$ cat src/rtl/wrr_pkg.sv
package wrr_pkg;

    localparam int ROUNDS = 8;
    localparam logic [3:0] CODE_STATIC = 4'd9;

    typedef enum logic [0:0] {
        ST_IDLE,
        ST_SCAN
    } sched_state_t;

    typedef enum logic [1:0] {
        PK_NONE,
        PK_STATIC,
        PK_WEIGHTED
    } pick_kind_t;

    // evenly spread participation masks, bit r = round r
    function automatic logic [ROUNDS-1:0] code_to_mask(input logic [3:0] code);
        logic [ROUNDS-1:0] m;
        case (code)
            4'd1:    m = 8'h01;
            4'd2:    m = 8'h11;
            4'd3:    m = 8'h49;
            4'd4:    m = 8'h55;
            4'd5:    m = 8'h57;
            4'd6:    m = 8'h77;
            4'd7:    m = 8'h7F;
            4'd8:    m = 8'hFF;
            4'd9:    m = 8'hFF;
            default: m = 8'h00;
        endcase
        return m;
    endfunction

endpackage

$ cat src/rtl/wrr_cfg_table.sv
module wrr_cfg_table
    import wrr_pkg::*;
#(
    parameter int NQ = 4,
    localparam int QW = $clog2(NQ)
) (
    input  logic                         clk,
    input  logic                         rst_n,
    input  logic                         we,
    input  logic [QW-1:0]                idx,
    input  logic [3:0]                   code,
    output logic [NQ-1:0][ROUNDS-1:0]    masks,
    output logic [NQ-1:0]                stat,
    output logic                         err
);

    logic [NQ-1:0] nxt_stat;
    logic          idx_ok;
    logic          code_ok;
    logic          grp_ok;
    logic          accept;

    always_comb begin
        idx_ok   = ({1'b0, idx} < (QW+1)'(NQ));
        code_ok  = (code <= CODE_STATIC);
        nxt_stat = stat;
        if (idx_ok) nxt_stat[idx] = (code == CODE_STATIC);
        // contiguous from bit 0 means value is 2^k-1
        grp_ok   = ((nxt_stat & (nxt_stat + {{(NQ-1){1'b0}}, 1'b1})) == '0);
        accept   = we && idx_ok && code_ok && grp_ok;
    end

    for (genvar g = 0; g < NQ; g++) begin : g_q
        logic [ROUNDS-1:0] mask_q;
        logic              stat_q;
        always_ff @(posedge clk) begin
            if (!rst_n) begin
                mask_q <= '0;
                stat_q <= 1'b0;
            end else if (accept && (idx == QW'(g))) begin
                mask_q <= code_to_mask(code);
                stat_q <= (code == CODE_STATIC);
            end
        end
        assign masks[g] = mask_q;
        assign stat[g]  = stat_q;
    end

    always_ff @(posedge clk) begin
        if (!rst_n) err <= 1'b0;
        else        err <= we && !accept;
    end

    assert_group_contiguous_R6: assert property (@(posedge clk) disable iff (!rst_n)
        (stat & (stat + {{(NQ-1){1'b0}}, 1'b1})) == '0);

    assert_reject_keeps_cfg_R7: assert property (@(posedge clk) disable iff (!rst_n)
        err |-> ($stable(stat) && $stable(masks)));

endmodule

$ cat src/rtl/wrr_pick.sv
module wrr_pick #(
    parameter int NQ = 4,
    localparam int QW = $clog2(NQ)
) (
    input  logic [NQ-1:0] vec,
    input  logic [QW-1:0] start,
    output logic          found,
    output logic [QW-1:0] idx
);

    // lowest set bit at or above start
    always_comb begin
        found = 1'b0;
        idx   = '0;
        for (int i = NQ - 1; i >= 0; i--) begin
            if (vec[i] && (QW'(i) >= start)) begin
                found = 1'b1;
                idx   = QW'(i);
            end
        end
    end

endmodule

$ cat src/rtl/wrr_sched.sv
module wrr_sched
    import wrr_pkg::*;
#(
    parameter int NQ = 4,
    localparam int QW = $clog2(NQ),
    localparam int RW = $clog2(ROUNDS)
) (
    input  logic          clk,
    input  logic          rst_n,
    input  logic [NQ-1:0] q_pending,
    input  logic          cfg_we,
    input  logic [QW-1:0] cfg_idx,
    input  logic [3:0]    cfg_code,
    input  logic          req,
    output logic          gnt_valid,
    output logic [NQ-1:0] gnt_onehot,
    output logic [QW-1:0] gnt_idx,
    output logic          cfg_err
);

    logic [NQ-1:0][ROUNDS-1:0] masks;
    logic [NQ-1:0]             stat;
    logic [NQ-1:0]             elig;
    logic [NQ-1:0]             stat_pend;
    logic [RW-1:0]             rnd;
    logic [QW-1:0]             scan_ptr;
    logic                      s_found, w_found;
    logic [QW-1:0]             s_idx, w_idx;
    pick_kind_t                kind;
    sched_state_t              state;

    wrr_cfg_table #(.NQ(NQ)) i_cfg (
        .clk   (clk),
        .rst_n (rst_n),
        .we    (cfg_we),
        .idx   (cfg_idx),
        .code  (cfg_code),
        .masks (masks),
        .stat  (stat),
        .err   (cfg_err)
    );

    always_comb begin
        for (int i = 0; i < NQ; i++) begin
            elig[i] = q_pending[i] && masks[i][rnd];
        end
        stat_pend = q_pending & stat;
    end

    wrr_pick #(.NQ(NQ)) i_pick_static (
        .vec   (stat_pend),
        .start ('0),
        .found (s_found),
        .idx   (s_idx)
    );

    wrr_pick #(.NQ(NQ)) i_pick_weighted (
        .vec   (elig),
        .start (scan_ptr),
        .found (w_found),
        .idx   (w_idx)
    );

    always_comb begin
        if (s_found)      kind = PK_STATIC;
        else if (w_found) kind = PK_WEIGHTED;
        else              kind = PK_NONE;
    end

    // state register
    always_ff @(posedge clk) begin
        if (!rst_n) state <= ST_IDLE;
        else        state <= req ? ST_SCAN : ST_IDLE;
    end

    // decision and output register
    always_ff @(posedge clk) begin
        if (!rst_n) begin
            rnd        <= '0;
            scan_ptr   <= '0;
            gnt_valid  <= 1'b0;
            gnt_onehot <= '0;
            gnt_idx    <= '0;
        end else begin
            gnt_valid  <= 1'b0;
            gnt_onehot <= '0;
            unique case (state)
                ST_IDLE: begin
                end
                ST_SCAN: begin
                    if (req) begin
                        unique case (kind)
                            PK_STATIC: begin
                                gnt_valid  <= 1'b1;
                                gnt_idx    <= s_idx;
                                gnt_onehot <= NQ'(1) << s_idx;
                            end
                            PK_WEIGHTED: begin
                                gnt_valid  <= 1'b1;
                                gnt_idx    <= w_idx;
                                gnt_onehot <= NQ'(1) << w_idx;
                                if (w_idx == QW'(NQ - 1)) begin
                                    rnd      <= rnd + RW'(1);
                                    scan_ptr <= '0;
                                end else begin
                                    scan_ptr <= w_idx + QW'(1);
                                end
                            end
                            PK_NONE: begin
                                rnd      <= rnd + RW'(1);
                                scan_ptr <= '0;
                            end
                            default: begin
                            end
                        endcase
                    end
                end
                default: begin
                end
            endcase
        end
    end

    assert_grant_onehot_R10: assert property (@(posedge clk) disable iff (!rst_n)
        gnt_valid |-> ($countones(gnt_onehot) == 1 && gnt_onehot[gnt_idx]));

    assert_grant_was_pending_R10: assert property (@(posedge clk) disable iff (!rst_n)
        gnt_valid |-> (($past(q_pending) & gnt_onehot) != '0));

    assert_static_first_R5: assert property (@(posedge clk) disable iff (!rst_n)
        (gnt_valid && ($past(q_pending & stat) != '0)) |->
            (($past(q_pending & stat) & gnt_onehot) != '0));

    assert_round_step_R8: assert property (@(posedge clk) disable iff (!rst_n)
        (rnd != $past(rnd)) |-> (rnd == $past(rnd) + RW'(1)));

    assert_no_grant_without_req_R9: assert property (@(posedge clk) disable iff (!rst_n)
        !$past(req) |-> (!gnt_valid && $stable(rnd) && $stable(scan_ptr)));

    assert_idle_quiet_R1: assert property (@(posedge clk) disable iff (!rst_n)
        !gnt_valid |-> (gnt_onehot == '0));

endmodule

$ cat config.mk
export PLATFORM = sky130hd
export DESIGN_NAME = wrr_sched
export DESIGN_NICKNAME = d
export VERILOG_FILES = /design/src/rtl/wrr_pkg.sv /design/src/rtl/wrr_cfg_table.sv /design/src/rtl/wrr_pick.sv /design/src/rtl/wrr_sched.sv
export SDC_FILE = /design/constraint.sdc
export NUM_CORES = 1
export LEC_CHECK = 0
export BUFFER_PORTS_ARGS = -buffer_cell sky130_fd_sc_hd__buf_2
export CORE_ASPECT_RATIO = 2
export CORE_UTILIZATION = 40
export DETAILED_ROUTE_END_ITERATION = 12
export HOLD_SLACK_MARGIN = 0.05
export MAX_ROUTING_LAYER = met4
export PLACE_DENSITY = 0.63
export SLEW_MARGIN = 20
export SYNTH_ARGS = -nofsm -noshare
export SYNTH_HDL_FRONTEND = slang
export SYNTH_SLANG_ARGS = --single-unit
$ cat constraint.sdc
create_clock -name clk -period 2.1 [get_ports clk]
set_input_delay 0.42 -clock clk [delete_from_list [all_inputs] [get_ports clk]]
set_output_delay 0.42 -clock clk [all_outputs]
set_load 0.1 [all_outputs]
==> results.md, run 1 <==
* H-tree depth at 2
* Yosys reg bits at 50
* WP buf/inv at 1
* FP Rows at 40
* Headroom to the max-slew limit at 0.642
* First DRT Iteration DRCs at 58
* Final Hold Fails at 0
* FF/Latch Area at 1010 sq um
* Max-slew violations at 0
* Layout cells sized above 1 at 0.281
* Ys async rst share at 0
* Initial DRT Pass Iterations at 4
* CORE AREA at 6110 sq um
* Slowest stage cell, crit path: or4_1
* RSZ-0062 raised after global routing: true
* Final core utilization at 0.533
* Leakage at 1.41 nW
* Post-synth EDFFs at 0
* Mapped Cells at 288
* Register area share after synthesis at 0.391
* CTS root buf: clkbuf_16
* CP arrival at 2.43 ns
* Nature of the critical path endpoint: flip-flop
* Mapped Area at 2560 sq um
* GRT Overall Usage at 0.215
* Crit path from: rnd[1]$_SDFFE_PN0P_
* Num Clock Sinks at 50
* Place WS at -0.246 ns
* Final Critical Period at 2.21 ns
* Final setup vio count at 3
* Max VDD drop at 0.000461 V
* Die Wd at 58.6 microns
* Total number of vias at 2,250
* Critical path, cell by cell: buf_4 -> mux2_2 -> o211ai_4 -> nand2b_1 -> a21oi_2 -> ha_2 -> a41oi_2 -> or4_1 -> a21oi_1
* GPL Wtd Cong at 0.904
* Clock skew at 0.00786 ns
* Num CTS Buffers at 5
* YS warnings at 0
* First-pass GRT wire length at 10,400 microns
* Worst hold slack at 0.347 ns
* Final WS setup at -0.111 ns
* Critical path class: flip-flop to flip-flop
* Pin count of the biggest net entering global routing at 35
* Initial antenna violation count at 0
* Die span in y at 115 microns
* Status: finished, violations left
* CTS clk-pin slew, worst paths at 0.07 ns
* Post-route DRC at 0
* Vias/cell at 5.28
* Crit start category: flip-flop
* Fillers at 595
* I/O pins at 22
* TritonCTS clock tree: done
* Clk buf depth at 2
* Critical Path Max Stage Delay at 0.43 ns
* Initial core utilization at 0.419
* CP max FO at 5
* Layout Nets at 357
* GRT overflow at 0
* Max frequency at 452 MHz
* Multi-input logic area at 1500 sq um
* Synthesized area per cell at 8.89 sq um
* Port buffer count at 21
* Routed Antenna Nets at 0
* Largest delay share family, worst path: compound AO/OA/AOI/OAI gates
* WP data required at 2.32 ns
* Syn nets at 304
* Max Cap Viol at 0
* Pwr Density at 680 nW/um^2
* N_diodes at 0
* Final TNS setup at -0.161 ns
* Period Utilization, post-route at 1.05
* Hpwl dp at 5030 microns
* Routed wire length at 6420 microns
* Violated checks: negative setup slack
* Routed WL per cell at 15.1 microns
* Hold Crit Class: input pin to flip-flop
* Die ar. at 6740 sq um
* Reg-to-reg startpoint: rnd[1]$_SDFFE_PN0P_
* Slew of the pin with the lowest slew margin at 0.535 ns
* Most used flip-flop cell after synthesis: dfxtp_1
* Hold_sp: req
* Number of global-route vias before repair at 2,283
* Netlist cell types at 50
* Area Overhead vs Synth at 27.2%
* Worst skew pair latency at 0.30 ns
## worst paths after layout
check        slack, ns  depth (start not counted)                 endpoint
max reg2reg      -0.11                          9      rnd[2]$_SDFFE_PN0P_
min               0.35                          2         state$_SDFF_PN0_
min reg2reg       0.46                          2  gnt_idx[0]$_SDFFE_PN0P_
max              -0.11                          9      rnd[2]$_SDFFE_PN0P_
## repair_timing
action                                  CTS  global route
buffers inserted                          1             0
endpoints found under the setup margin    6            11
hold endpoints to repair                  0             0
pin swaps                                 7             3
hold buffers                              0             0
gates resized for setup                  16             6
## cell usage after synthesis, types with 2 or more instances
cell / instances / area [sq um]
dfxtp_1: 50 / 1000
nand2_1: 50 / 188
mux2i_1: 44 / 440
a21oi_1: 16 / 80.1
nor3_1: 11 / 55.1
nand3_1: 10 / 50.1
inv_1: 9 / 33.8
nor2_1: 8 / 30.0
o21ai_0: 8 / 40.0
clkbuf_1: 7 / 26.3
buf_2: 6 / 30.0
nor2b_1: 6 / 37.5
a22oi_1: 5 / 37.5
nand2b_1: 5 / 31.3
o21ai_1: 4 / 20.0
and4_1: 3 / 26.3
or4_1: 3 / 22.5
a2bb2oi_1: 2 / 17.5
a31oi_1: 2 / 12.5
and2_1: 2 / 12.5
and3_1: 2 / 12.5
buf_6: 2 / 22.5
ha_1: 2 / 25.0
nor3b_1: 2 / 15.0
o211ai_1: 2 / 15.0
o21a_1: 2 / 15.0
o22ai_1: 2 / 12.5
## power breakdown
group / total [mW] / switching (mW) / leakage [nW] / internal (mW)
Clock: 0.931 / 0.367 / 0.0842 / 0.564
Combinational: 0.301 / 0.169 / 0.924 / 0.131
Sequential: 0.982 / 0.0143 / 0.406 / 0.967
## final cells by class
type / instances / share of cell area
clock buffers: 5 / 0.0384
clock inverters: 3 / 0.0135
inverters: 9 / 0.0104
multi-input cells: 213 / 0.462
flip-flops and latches: 50 / 0.309
well taps: 84 / 0.0323
repair buffers: 62 / 0.134
## cell families after synthesis
family / after synthesis / share of synthesized area
simple gates: 111 / 0.227
compound gates: 53 / 0.137
flops: 50 / 0.391
mux: 46 / 0.185
buf+inv: 25 / 0.0469
fa+ha+maj: 2 / 0.00977
xor+xnor: 1 / 0.00342
## through the flow
step | total power, mW | area, sq um | instances
after global placement | 1.28 | 3000 | 417
final | 2.21 | 3260 | 426
after CTS | 2.22 | 3220 | 426
after detailed placement | 1.28 | 3000 | 417
after global routing | 2.30 | 3260 | 426
after floorplan | 1.17 | 2560 | 288
## cell usage in the layout, fill, tap and decap left out, types with 2 or more instances in the layout
cell type and count:
a21oi_1 14, a21oi_2 2, o21ai_0 8, a31oi_1 2
o22ai_1 2, o21ai_1 4, buf_4 38, o21a_1 2
nor3b_1 2, dfxtp_1 47, inv_1 9, or4_1 3
a22oi_1 4, mux2i_1 43, buf_2 21, dfxtp_2 2
clkbuf_16 5, o211ai_1 2, nor2_1 7, and4_1 2
nor2b_1 5, nand2_1 50, nand2b_1 5, and2_1 2
nand3_1 10, nor3_1 11
## worst register-to-register path, delay by kind of cell (launching register included)
family | cells | cell delay [ns]
AOI/OAI and AO/OA | 4 | 0.54
adders and majority gates | 1 | 0.19
buffers and inverters | 1 | 0.13
DFF | 1 | 0.39
muxes | 1 | 0.35
and+or+nand+nor | 2 | 0.53
## sequential cells by signal, summed over array words and instances (netlist names)
name / count
scan_ptr: 2
i_cfg.err: 1
state: 1
gnt_onehot: 4
i_cfg.g_q.mask_q: 32
i_cfg.g_q.stat_q: 4
rnd: 3
gnt_valid: 1
gnt_idx: 2
## routing by layer
layer | routed length (microns) | global-route usage
met5 | 0 | -
met4 | 424 | 0.160
met3 | 188 | 0.0416
met2 | 3550 | 0.392
met1 | 2260 | 0.184
Note: power is estimated with default switching activity, not from simulation.
==> inputs of run 2 (changes only) <==
REMOVE_ABC_BUFFERS = 1   (was unset)
SYNTH_HIERARCHICAL = 1   (was unset)
==> run 2 against run 1 <==
The run still ends with negative setup slack left. Critical path depth increased by 3. Register-to-register slack got worse by 0.30 ns. Sequential share of layout area decreased by 0.17 points. First-iteration DRC count decreased by 3.4%. Synthesized area increased by 3.9%. Critical path type unchanged. Largest cell class unchanged.
==> results.md, run 2 <==
* Final WS setup at -0.412 ns (-0.301 ns)
* Die span in y at 117 microns (+1.9%)
* Reg with most FFs: i_cfg/g_q.mask_q
* Clock share of power at 0.435 (+0.014)
* Most used flip-flop cell after synthesis: dfxtp_1
* Max frequency at 398 MHz (-12%)
* Worst skew pair latency at 0.29 ns (about the same)
* Share of the synthesized area in the top cell type at 0.376 (-0.0147)
* Routed Antenna Nets at 0 (unchanged)
* Leakage at 1.50 nW (+5.8%)
* Comb pwr share at 0.105 (-0.031)
* Fillers at 616 (+3.5%)
* Final Critical Period at 2.51 ns (+0.301 ns)
* Violated checks: negative setup slack
* GPL Wtd Cong at 0.775 (-14%)
* Most frequent cells in the layout: dfxtp_1 (49), nand2_1 (45), mux2i_1 (42)
* Synth top area cells: dfxtp_1 (38%), mux2i_1 (16%), mux4_2 (6.8%)
* Yosys reg bits at 50 (unchanged)
* Layout cells sized above 1 at 0.331 (+0.0505)
* Die Wd at 59.7 microns (+1.9%)
* Max Cap Viol at 0 (unchanged)
* Crit start category: flip-flop
* Non-filler cells, final at 400 (-6.1%)
* First-pass GRT wire length at 9550 microns (-8.4%)
* Cell-internal power at 1.63 mW (-2.3%)
* Clk buf depth at 2 (unchanged)
* GRT Overall Usage at 0.189 (-0.0251)
* Pwr Density at 653 nW/um^2 (-4.0%)
* Post-synth top area cell: dfxtp_1
* Nature of the critical path endpoint: flip-flop
* Num Clock Sinks at 50 (unchanged)
* Routed wire length at 5980 microns (-6.9%)
* CTS clk-pin slew, worst paths at 0.07 ns (about the same)
* Initial DRT Pass Iterations at 4 (unchanged)
* Register area share after synthesis at 0.376 (-0.0147)
* Area Overhead vs Synth at 22.4%
* First DRT Iteration DRCs at 56 (-3.4%)
* Status: finished, violations left
* Max-slew violations at 0 (unchanged)
* Placed insts at 386 (-7.4%)
* Vias/cell at 5.20 (-1.5%)
* Mapped Area at 2660 sq um (+3.9%)
* Die ar. at 7000 sq um (+3.8%)
* Max VDD drop at 0.000327 V (-29%)
* Total number of vias at 2,081 (-7.5%)
* Cts hold-fix bufs at 0 (unchanged)
* RSZ-0062 raised after global routing: true
* Post-synth EDFFs at 0 (unchanged)
* Critical path class: flip-flop to flip-flop
* Post-route DRC at 0 (unchanged)
* Psw at 0.501 mW (-9.1%)
* Final Hold Fails at 0 (unchanged)
* Initial core utilization at 0.418 (-0.00109)
* FP Rows at 41 (+2.5%)
* CORE AREA at 6360 sq um (+4.2%)
* Ys async rst share at 0 (unchanged)
* H-tree depth at 2 (unchanged)
* Hpwl dp at 4430 microns (-12%)
* Final core utilization at 0.512 (-0.0212)
* Clock skew at 0.00472 ns (-0.00313 ns)
* Final setup vio count at 12 (+9)
* Netlist cell types at 47 (-6.0%)
* WP data required at 2.32 ns (about the same)
* I/O pins at 22 (unchanged)
* GRT overflow at 0 (unchanged)
* TritonCTS clock tree: done
* Port buffer count at 21 (unchanged)
* Num CTS Buffers at 5 (unchanged)
* CP arrival at 2.73 ns (+0.30 ns)
* CP max FO at 8 (+3)
* Number of global-route vias before repair at 2,112 (-7.5%)
* CTS root buf: clkbuf_16
* Largest register FFs at 32 (unchanged)
* Worst hold slack at 0.360 ns (+0.0131 ns)
* Mapped Cells at 269 (-6.6%)
* Pin count of the biggest net entering global routing at 23 (-34%)
* Routed WL per cell at 15.0 microns (-0.85%)
* Register share of total power at 0.460 (+0.017)
* Commonest non-fill, non-tap cell in the layout: dfxtp_1
* Hold Crit Class: input pin to flip-flop
* Layout Nets at 329 (-7.8%)
* Most frequent cells after synthesis: dfxtp_1 (50), nand2_1 (45), mux2i_1 (43), nor2_1 (15), inv_1 (12)
* N_diodes at 0 (unchanged)
* Largest regs: i_cfg/g_q.mask_q x32, gnt_onehot x4, i_cfg/g_q.stat_q x4
* Most frequent cell after synthesis: dfxtp_1
* Synthesized area per cell at 9.89 sq um (+11%)
* Period Utilization, post-route at 1.20 (+0.143)
* YS warnings at 6 (+6)
* Switching Share at 0.235 (-0.0132)
* Initial antenna violation count at 0 (unchanged)
## run 2: changes by cell type after synthesis, sizes merged, moves of 5 or more
cell / delta
nor3: -10
nand2: -5
mux4: +7
nor2: +7
clkbuf: -5
a22oi: -5
a21oi: -5
## run 2: kinds of logic (layout without fill, tap and decap cells)
logic type      count (synthesis)  after routing  synth area share
mux                            51             51             0.230
other cells                     1              6           0.00141
simple gates                  101            101             0.204
compound gates                 33             33            0.0945
buf+inv                        30             70            0.0814
xor+xnor                        1              1           0.00329
flops                          50             50             0.376
fa+ha+maj                       2              2           0.00941
## run 2: layout make-up
class / instances / area [sq um] / area share
clock inverters: 3 / 43.8 / 0.0134
clock buffers: 5 / 125 / 0.0384
multi-input cells: 194 / 1570 / 0.481
well taps: 86 / 108 / 0.0330
inverters: 12 / 45.0 / 0.0138
flip-flops and latches: 50 / 1000 / 0.308
repair buffers: 50 / 368 / 0.113
## run 2: power groups by stage
stage          sequential [mW]  combinational (mW)  clock (mW)
6_report                 0.978               0.223       0.926
3_3_place_gp             0.998               0.200           0
2_1_floorplan             1.01               0.101           0
4_1_cts                  0.977               0.215       0.941
5_1_grt                  0.979               0.240       0.979
3_5_place_dp             0.999               0.203           0
## run 2: metal layers
metal,track usage,vias up,wire [microns]
met3,0.0419,26,173
li1,-,1014,-
met1,0.164,998,2080
met4,0.144,0,367
met2,0.330,43,3360
met5,-,-,0
## run 2: timing repair
action / in CTS / in global routing
pin swaps: 9 / 2
setup endpoints to repair: 12 / 12
gates resized for setup: 13 / 9
setup buffers: 3 / 4
## run 2: per-stage QoR
stage          setup WS, ns  setup TNS [ns]  cell area (sq um)  total power [mW]
5_1_grt              -0.481           -4.44               3260              2.20
4_1_cts              -0.296           -2.46               3180              2.13
6_report             -0.412           -3.14               3260              2.13
2_1_floorplan        -0.410           -2.64               2510              1.11
3_3_place_gp         -0.286           -2.57               2930              1.20
3_5_place_dp         -0.372           -2.96               2930              1.20
## run 2: final timing paths
check,slack (ns),startpoint,cells past startpoint,end
worst min-delay path,0.36,cfg_we,3,i_cfg/err$_SDFF_PN0_
worst max register to register,-0.41,rnd[1]$_SDFFE_PN0P_,12,scan_ptr[0]$_SDFFE_PN0P_
worst max-delay path,-0.41,rnd[1]$_SDFFE_PN0P_,12,scan_ptr[0]$_SDFFE_PN0P_
worst min register to register,0.46,i_cfg/g_q[0].mask_q[1]$_SDFFE_PN0P_,2,i_cfg/g_q[0].mask_q[1]$_SDFFE_PN0P_
## run 2: worst max-delay path: stages, from the launching register on
cell      delay, ns
dfxtp_2        0.34
buf_12         0.13
buf_4          0.13
mux4_2         0.34
mux2i_1        0.07
nor2_1         0.18
nand2b_4       0.08
buf_4          0.13
o22a_2         0.24
ha_4           0.17
nand2b_4       0.13
or3_4          0.33
a21oi_2        0.15
==> inputs of run 3 (changes only) <==
BUFFER_PORTS_ARGS = -buffer_cell sky130_fd_sc_hd__buf_4   (was -buffer_cell sky130_fd_sc_hd__buf_2)
SLEW_MARGIN = unset   (was 20)
==> run 3 against run 2 <==
Via count fell by 4.5%. Setup slack gained 0.15 ns. Final cell count down 1.3%. Worst hold slack barely moved. Non-clock buffer count fell by 5. Combinational power increased by 2%. Utilization up 0.39 points. Global-route usage shrank 0.38 points. Maximum frequency up 6.4%. The run still ends with negative setup slack left. Power shrank 3.3%. Clock skew is 0.0022 ns higher. Sequential power hardly changed.
==> results.md, run 3 (same netlist as run 2, synthesis figures left out) <==
* Status: finished, violations left
* Violated checks: negative setup slack
* Die Wd at 59.7 microns (unchanged)
* R2R depth at 11 (-1)
* Max-slew violations at 0 (unchanged)
* N_diodes at 0 (unchanged)
* Placed insts at 383 (-0.78%)
* Slowest stage cell, crit path: mux4_2
* Final WS setup at -0.261 ns (+0.151 ns)
* Worst r2r dst: scan_ptr[0]$_SDFFE_PN0P_
* Max frequency at 424 MHz (+6.4%)
* CP max FO at 8 (unchanged)
* Initial core utilization at 0.418 (unchanged)
* Clk buf depth at 2 (unchanged)
* Reg with most FFs: i_cfg/g_q.mask_q
* Crit start category: flip-flop
* Port buffer count at 21 (unchanged)
* GRT overflow at 0 (unchanged)
* Non-filler cells, final at 395 (-1.3%)
* Largest register FFs at 32 (unchanged)
* Routed WL per cell at 14.7 microns (-1.6%)
* First-pass GRT wire length at 9430 microns (-1.3%)
* Post-route DRC at 0 (unchanged)
* Final Critical Period at 2.36 ns (-0.151 ns)
* Max VDD drop at 0.000357 V (+9.1%)
* Die ar. at 7000 sq um (unchanged)
* Worst setup path endpoint: scan_ptr[0]$_SDFFE_PN0P_
* I/O pins at 22 (unchanged)
* Initial DRT Pass Iterations at 4 (unchanged)
* Critical Path Max Stage Delay at 0.50 ns (+0.16 ns)
* Max Cap Viol at 0 (unchanged)
* Routed wire length at 5810 microns (-2.8%)
* Clock share of power at 0.414 (-0.021)
* Num CTS Buffers at 5 (unchanged)
* Area Overhead vs Synth at 23.4%
* Most frequent cells in the layout: dfxtp_1 (49), nand2_1 (44), mux2i_1 (42)
* WP data required at 2.33 ns (about the same)
* Die span in y at 117 microns (unchanged)
* Hold_sp: cfg_we
* Total number of vias at 1,988 (-4.5%)
* H-tree depth at 2 (unchanged)
* Reg-to-reg slack, setup at -0.26 ns (+0.15 ns)
* Clock skew at 0.00689 ns (+0.00217 ns)
* Hpwl dp at 4330 microns (-2.3%)
* Nature of the critical path endpoint: flip-flop
* Commonest non-fill, non-tap cell in the layout: dfxtp_1
* Hold Crit Class: input pin to flip-flop
* Worst skew pair latency at 0.30 ns (about the same)
* Period Utilization, post-route at 1.12 (-0.0717)
* Final core utilization at 0.516 (+0.00393)
* CTS root buf: clkbuf_16
* Place WS at -0.366 ns (+0.00552 ns)
* GPL Wtd Cong at 0.801 (+3.3%)
* Reg-to-reg startpoint: rnd[1]$_SDFFE_PN0P_
* RSZ-0062 raised after global routing: true
* FP Rows at 41 (unchanged)
* Slew of the pin with the lowest slew margin at 0.526 ns
* Pin count of the biggest net entering global routing at 41 (+78%)
* Num Clock Sinks at 50 (unchanged)
* TritonCTS clock tree: done
* Number of global-route vias before repair at 1,950 (-7.7%)
* Pwr Density at 627 nW/um^2 (-4.0%)
* Final setup vio count at 12 (unchanged)
* Final Hold Fails at 0 (unchanged)
* CP arrival at 2.59 ns (-0.14 ns)
* Initial antenna violation count at 0 (unchanged)
* Switching Share at 0.248 (+0.0126)
* Leakage at 1.47 nW (-2.0%)
* Largest regs: i_cfg/g_q.mask_q x32, gnt_onehot x4, i_cfg/g_q.stat_q x4
* Critical path, cell by cell: buf_12 -> mux4_2 -> mux2i_1 -> nor2_1 -> inv_1 -> o22ai_1 -> o22a_2 -> ha_4 -> nand2b_4 -> or3_4 -> a21oi_2
* Register share of total power at 0.475 (+0.015)
* Layout cells sized above 1 at 0.340 (+0.00860)
* Vias/cell at 5.03 (-3.3%)
* Total power at 2.06 mW (-3.3%)
* Psw at 0.510 mW (+1.9%)
* Worst hold slack at 0.360 ns (+0.000494 ns)
* Critical path class: flip-flop to flip-flop
* Crit path from: rnd[1]$_SDFFE_PN0P_
* Comb pwr share at 0.111 (+0.006)
* Layout Nets at 324 (-1.5%)
* Routed Antenna Nets at 0 (unchanged)
* Headroom to the max-slew limit at 0.646
* Cell-internal power at 1.55 mW (-4.9%)
* First DRT Iteration DRCs at 77 (+38%)
* CTS clk-pin slew, worst paths at 0.07 ns (about the same)
* GRT Overall Usage at 0.186 (-0.00378)
* CORE AREA at 6360 sq um (unchanged)
[run 3: cell types whose count changed in the layout (fill, tap and decap cells not counted), sizes merged]
cell / change
buf: -5
bufinv: -1
clkbuf: +1
clkinv: -1
clkinvlp: +1
[run 3: power by group through the flow]
stage | registers, mW | clock network (mW) | logic (mW)
2_1_floorplan | 1.01 | 0 | 0.101
3_3_place_gp | 0.998 | 0 | 0.203
3_5_place_dp | 0.999 | 0 | 0.205
4_1_cts | 0.977 | 0.864 | 0.224
5_1_grt | 0.979 | 0.909 | 0.246
6_report | 0.978 | 0.851 | 0.228
[run 3: how the worst min path moves through the flow]
stage	slack (ns)	depth (start not counted)	endpoint
finish	0.36	3	i_cfg/err$_SDFF_PN0_
global route	0.38	3	i_cfg/err$_SDFF_PN0_
CTS	0.36	3	i_cfg/err$_SDFF_PN0_
detailed placement	0.45	2	i_cfg/g_q[3].mask_q[3]$_SDFFE_PN0P_
global placement	0.44	2	i_cfg/g_q[3].mask_q[1]$_SDFFE_PN0P_
floorplan	0.44	2	i_cfg/g_q[3].mask_q[4]$_SDFFE_PN0P_
[run 3: final cells by class]
| class | count | area (sq um) |
|---|---|---|
| Fill cell | 629 | 3080 |
| Timing Repair Buffer | 45 | 387 |
| Clock buffer | 6 | 139 |
| Multi-Input combinational cell | 194 | 1590 |
| Sequential cell | 50 | 1000 |
| Tap cell | 86 | 108 |
| Clock inverter | 2 | 16.3 |
| Inverter | 12 | 45.0 |
[run 3: layer usage]
metal / GRT usage / up-vias / share of wire
met5: - / - / 0
met4: 0.0930 / 0 / 0.028
met3: 0.0342 / 11 / 0.019
met2: 0.329 / 23 / 0.59
met1: 0.182 / 954 / 0.36
li1: - / 1000 / -
[run 3: critical path, delay by kind of cell (launching register included)]
kind	cells	cell delay, ns
buf+inv	2	0.21
flops	1	0.35
fa+ha+maj	1	0.17
compound gates	3	0.40
simple gates	3	0.54
mux	2	0.63
[run 3: timing repair]
action / in CTS / in global routing
setup buffers: 4 / 1
endpoints found under the setup margin: 12 / 12
gates resized for setup: 24 / 6
hold buffers: 0 / 0
pin swaps: 11 / 7
[run 3: per-stage QoR]
step                area [sq um]  setup TNS (ns)
finish                      3280           -2.50
global route                3280           -3.96
CTS                         3260           -2.53
detailed placement          2960           -3.44
global placement            2960           -2.71
floorplan                   2510           -2.64
